$ cat config.mk
export PLATFORM = sky130hd
export DESIGN_NAME = hf8_vec_cvt
export DESIGN_NICKNAME = d
export VERILOG_FILES = /design/src/rtl/hf8_pkg.sv /design/src/rtl/hf8_lane_ctl.sv /design/src/rtl/hf8_lane_cvt.sv /design/src/rtl/hf8_vec_cvt.sv
export SDC_FILE = /design/constraint.sdc
export NUM_CORES = 1
export LEC_CHECK = 0
export ABC_AREA = 1
export BUFFER_PORTS_ARGS = -buffer_cell sky130_fd_sc_hd__buf_4
export CAP_MARGIN = 30
export CORE_AREA = 2 2 413 415
export CTS_CLUSTER_SIZE = 16
export DETAILED_ROUTE_END_ITERATION = 16
export DIE_AREA = 0 0 415 417
export GPL_TIMING_DRIVEN = 0
export SETUP_SLACK_MARGIN = 0.2
export SLEW_MARGIN = 20
export SYNTH_ARGS = -nofsm -noshare
export SYNTH_HDL_FRONTEND = slang
export SYNTH_HIERARCHICAL = 1
export SYNTH_SLANG_ARGS = --single-unit
$ cat constraint.sdc
create_clock -name clk -period 0.8 [get_ports clk]
set_clock_uncertainty 0.1 [all_clocks]
set_input_delay 0.16 -clock clk [delete_from_list [all_inputs] [get_ports clk]]
set_output_delay 0.16 -clock clk [all_outputs]
set_load 0.01 [all_outputs]
$ cat src/rtl/hf8_pkg.sv
package hf8_pkg;
  localparam int HALF_W = 16;
  localparam int FP8_W  = 8;
  localparam int SIZE_W = 8;

  typedef logic [HALF_W-1:0] half_t;
  typedef logic [FP8_W-1:0]  fp8_t;
endpackage

$ cat src/rtl/hf8_lane_ctl.sv
module hf8_lane_ctl
  import hf8_pkg::*;
#(
  parameter int LANES = 32
) (
  input  logic [SIZE_W-1:0] size_ctl,
  input  logic [LANES-1:0]  ch_en,
  input  logic              to_fp8,
  output logic [LANES-1:0]  wr_en
);
  localparam int CNT_W = $clog2(LANES) + 2;

  logic [2:0]       code;
  logic             legal;
  logic             no_mask;
  logic [CNT_W-1:0] count;

  assign code    = size_ctl[2:0];
  assign legal   = (code <= 3'd5);
  assign no_mask = size_ctl[7];

  always_comb begin
    count = '0;
    if (legal) count = CNT_W'(1) << code;
  end

  // R6 active range, R7/R8/R9 enable override
  always_comb begin
    for (int i = 0; i < LANES; i++) begin
      wr_en[i] = (CNT_W'(i) < count) && (ch_en[i] || no_mask || to_fp8);
    end
  end
endmodule

$ cat src/rtl/hf8_lane_cvt.sv
module hf8_lane_cvt
  import hf8_pkg::*;
(
  input  half_t src,
  input  logic  to_fp8,
  output half_t res
);
  fp8_t top;
  logic is_nan;
  logic lsb, guard, sticky, bump;
  fp8_t narrow;

  assign top    = src[15:8];
  assign is_nan = (src[14:10] == 5'h1f) && (src[9:0] != '0);
  assign lsb    = src[8];
  assign guard  = src[7];
  assign sticky = |src[6:0];
  assign bump   = guard && (sticky || lsb);

  // R1/R2/R4 rounding, carry into exponent gives infinity; R3 NaN stays quiet
  always_comb begin
    if (is_nan) narrow = {top[7:2], 1'b1, top[0]};
    else        narrow = top + fp8_t'(bump);
  end

  // R5 widening is a plain shift
  assign res = to_fp8 ? {8'h00, narrow} : {src[7:0], 8'h00};
endmodule

$ cat src/rtl/hf8_vec_cvt.sv
module hf8_vec_cvt
  import hf8_pkg::*;
#(
  parameter int LANES = 32
) (
  input  logic                    clk,
  input  logic                    rst_n,
  input  logic                    in_valid,
  input  logic                    to_fp8,
  input  logic [SIZE_W-1:0]       size_ctl,
  input  logic [LANES-1:0]        ch_en,
  input  logic [LANES*HALF_W-1:0] src_data,
  output logic [LANES*HALF_W-1:0] dst_data,
  output logic                    out_valid
);
  logic [LANES-1:0]             wr_en;
  logic [LANES-1:0][HALF_W-1:0] lane_res;
  logic [LANES-1:0][HALF_W-1:0] dst_q;
  logic                         vld_q;

  hf8_lane_ctl #(.LANES(LANES)) u_ctl (
    .size_ctl (size_ctl),
    .ch_en    (ch_en),
    .to_fp8   (to_fp8),
    .wr_en    (wr_en)
  );

  for (genvar g = 0; g < LANES; g++) begin : g_lane
    hf8_lane_cvt u_cvt (
      .src    (src_data[g*HALF_W +: HALF_W]),
      .to_fp8 (to_fp8),
      .res    (lane_res[g])
    );
  end

  // R10 unwritten lanes hold, R11 one-cycle latency, R12 reset
  always_ff @(posedge clk or negedge rst_n) begin
    if (!rst_n) begin
      dst_q <= '0;
      vld_q <= 1'b0;
    end else begin
      vld_q <= in_valid;
      for (int i = 0; i < LANES; i++) begin
        if (in_valid && wr_en[i]) dst_q[i] <= lane_res[i];
      end
    end
  end

  assign dst_data  = dst_q;
  assign out_valid = vld_q;
endmodule

==> impl_metrics.toml <==
[status]
status = "finished with violations"
violations = "hold timing, setup timing"

[logic_synthesis]
synth_edf_count = 0
avgSynthCellArea_um2 = 6.84
synthTopCellsByArea = "dfrtp_1 41%, nand2_1 18%, nand3_1 9.2%"
synth_flop_cell = "dfrtp_1"
syn-cell-area_mm2 = 0.0314
seq_area_frac_synth = 0.409
yosysTopAreaCell = "dfrtp_1"
yosys_warnings = 6
syn_inst = 4593
ys_seq_elements = 513
async_reset_ff_frac = 1.00
syn-num-nets = 5181
synthDistinctLibCells = 24
synth_top_area_frac = 0.409

[routing]
wl_mm = 178
met2WireLength_mm = 86.6
antenna_left = 0
drt-initial-drc-count = 2713
wl_met3_mm = 11.9
route.vias.total = 38200
drc = 0
wl_met1_mm = 67.9
drtPass1Iterations = 7
dr.max_layer_used = "met5"
vias_per_cell = 4.35
wl_per_cell_um = 20.3

[sta]
setup_viol = 1346
fmax_mhz = 646
finalHoldViolCount = 336
slew_viol_final = 0
slew-limit-headroom = 0.534
rsz0062_at_grt = "yes"
fin_ws_ns = -0.748
fin_crit_sh = 1.94
worst_pin_slew_ns = 0.699
holdWs_ns = -0.276
final.min_clock_period_ns = 1.55

[floorplan]
rows = 151
die_h_um = 417
dieArea_mm2 = 0.173
initial_core_util = 0.186
die_w_um = 415
core_area_mm2 = 0.169
pin_count = 1069

[hold_path]
hold_path.class = "in -> reg"

[power_and_ir_drop]
power.internal_w = 0.0695
p_comb_frac = 0.355
total_power_w = 0.104
p_leak_nw = 30.5
p_seq_frac = 0.323
p_clk_frac = 0.321
ir_drop_mv = 1.42
p_sw_frac = 0.330
power_switching_w = 0.0342
p_per_area_mw_per_mm2 = 1710

[critical_path]
critPathMaxStageDelay_ns = 0.46
crit_fanout = 2
crit_required_ns = 0.54
worstPathArrival_ns = 1.29
critPathBufInv = 1
path_class = "reg -> out"
worstSetupStartpointType = "flip-flop"
crit_family = "flip-flops"
cpMaxStageDelayCell = "dfrtp_2"
cp-end-kind = "primary output"
crit_chain = "buf_6"

[placement]
place_congestion = 0.946
dp.cells = 7881
dp_hpwl_mm = 124
place_ws_ns = -2.02
io_buffers = 1064

[global_routing]
grt_pass1_wl_mm = 245
grt_max_degree = 92
grt_overflow = 0
grt_util_all_layers = 0.190
first_global_vias = 36900
grt_antenna_before_repair = 37

[clock_network]
cts_root_buffer = "clkbuf_16"
numCtsBuffers = 70
cts_sinks = 513
cts_tree = "yes"
cts_buffer_depth = 3
clk_latency_ns = 0.67
cts.clk_slew.worst_paths_ns = 0.06
htree_num_levels = 3

[flow_run]
maxCapViolCount = 0

[finish]
final_nets = 7085
nFillCells = 16900
utilization = 0.359
stdcell_count = 8784
layout-drive-gt1-share = 0.478
area_growth_pct = 92.5
## flip-flops by register name, indices dropped and copies added (netlist names)
| name | flops |
|---|---|
| out_valid | 1 |
| dst_data | 512 |
## area by class of cell
| cell class | count | area [um^2] | share of cell area |
|---|---|---|---|
| Timing Repair Buffer | 1831 | 18000 | 0.298 |
| Clock buffer | 100 | 2050 | 0.0338 |
| Buffer | 192 | 2210 | 0.0366 |
| Inverter | 619 | 2370 | 0.0392 |
| Tap cell | 2218 | 2780 | 0.0459 |
| Multi-Input combinational cell | 3270 | 19800 | 0.328 |
| Clock inverter | 21 | 325 | 0.00538 |
| Antenna cell | 20 | 50.0 | 0.000828 |
| Sequential cell | 513 | 12900 | 0.213 |
## stage by stage
stage,hold slack [ns],instance area (um^2),setup TNS [ns]
final,-0.276,60500,-610.50
after global placement,0.291,44400,-4322.48
after floorplan,-0.236,33600,-193.27
after detailed placement,-0.0104,44500,-1154.65
after CTS,-0.782,57200,-568.71
after global routing,-0.278,60500,-660.97
## power by group through the flow
stage / clock [W] / sequential (W) / combinational, W
floorplan: 0 / 0.0343 / 0.00840
global placement: 0 / 0.0328 / 0.0246
detailed placement: 0 / 0.0329 / 0.0249
CTS: 0.0342 / 0.0332 / 0.0326
global route: 0.0350 / 0.0338 / 0.0393
finish: 0.0333 / 0.0335 / 0.0368
## worst paths after layout
check | startpoint | endpoint | slack [ns] | cells past startpoint
setup / recovery | dst_data[77] | dst_data[77] | -0.75 | 1
hold / removal | src_data[497] | dst_data[505] | -0.28 | 5
setup reg to reg | dst_data[129] | dst_data[129] | -0.22 | 4
hold reg to reg | dst_data[28] | dst_data[28] | 0.39 | 2
max in group asynchronous | rst_n | dst_data[466] | -0.50 | 5
min in group asynchronous | rst_n | dst_data[83] | 0.04 | 2
## logic make-up after synthesis
group	Yosys count	share of synthesized area
adders and majority gates	32	0.0127
DFF	513	0.409
and+or+nand+nor	2846	0.390
xor gates and xnor gates	96	0.0268
buffers and inverters	811	0.104
AOI/OAI and AO/OA	295	0.0573
## routing by layer
metal	global-route usage	vias to the layer above
li1	-	18000
met1	0.221	18300
met2	0.321	1484
met3	0.0382	428
met4	0.112	2
met5	0	-
## tightest hold or removal path: cells and delay by family
family        cells  cell delay (ns)
simple gates      3             0.15
buf+inv           2             0.16
## timing repair
item | CTS | global route
pin swaps | 115 | 268
gates resized for setup | 1070 | 646
hold endpoints to repair | 721 | 766
hold buffers | 283 | 81
buffers inserted | 299 | 214
gates cloned | 55 | 18
setup endpoints to repair | 1296 | 1330
## Yosys cell counts, types with 33 or more instances
cell type     n
o21ai_0      37
a21oi_1     161
xnor2_1      64
buf_2       103
o21a_1       33
nand2_1    1479
nand2_2      97
a21oi_2      64
nor2_1      594
clkbuf_1     74
inv_1       555
dfrtp_1     513
nand3_1     578
## cell usage in the layout (no fill, tap or decap), types with 35 or more instances in the layout
cell           synthesis  routed
a21oi_1              161     149
a21oi_2               64      75
buf_12                 0      37
buf_16                 0      35
buf_4                 14     954
buf_6                  1     641
buf_8                  0      77
clkbuf_1              74      36
clkbuf_16              0     102
clkinv_2              32      37
dfrtp_1              513     494
dlygate4sd3_1          0     176
inv_1                555     515
inv_2                  0      38
nand2_1             1479    1030
nand2_2               97     440
nand2_4               32     104
nand2_8                0      35
nand3_1              578     275
nand3_2                0     288
nor2_1               594     514
nor2_2                 1      40
nor2_4                32      73
xnor2_1               64      64
Power figures use the tool's default switching activity.
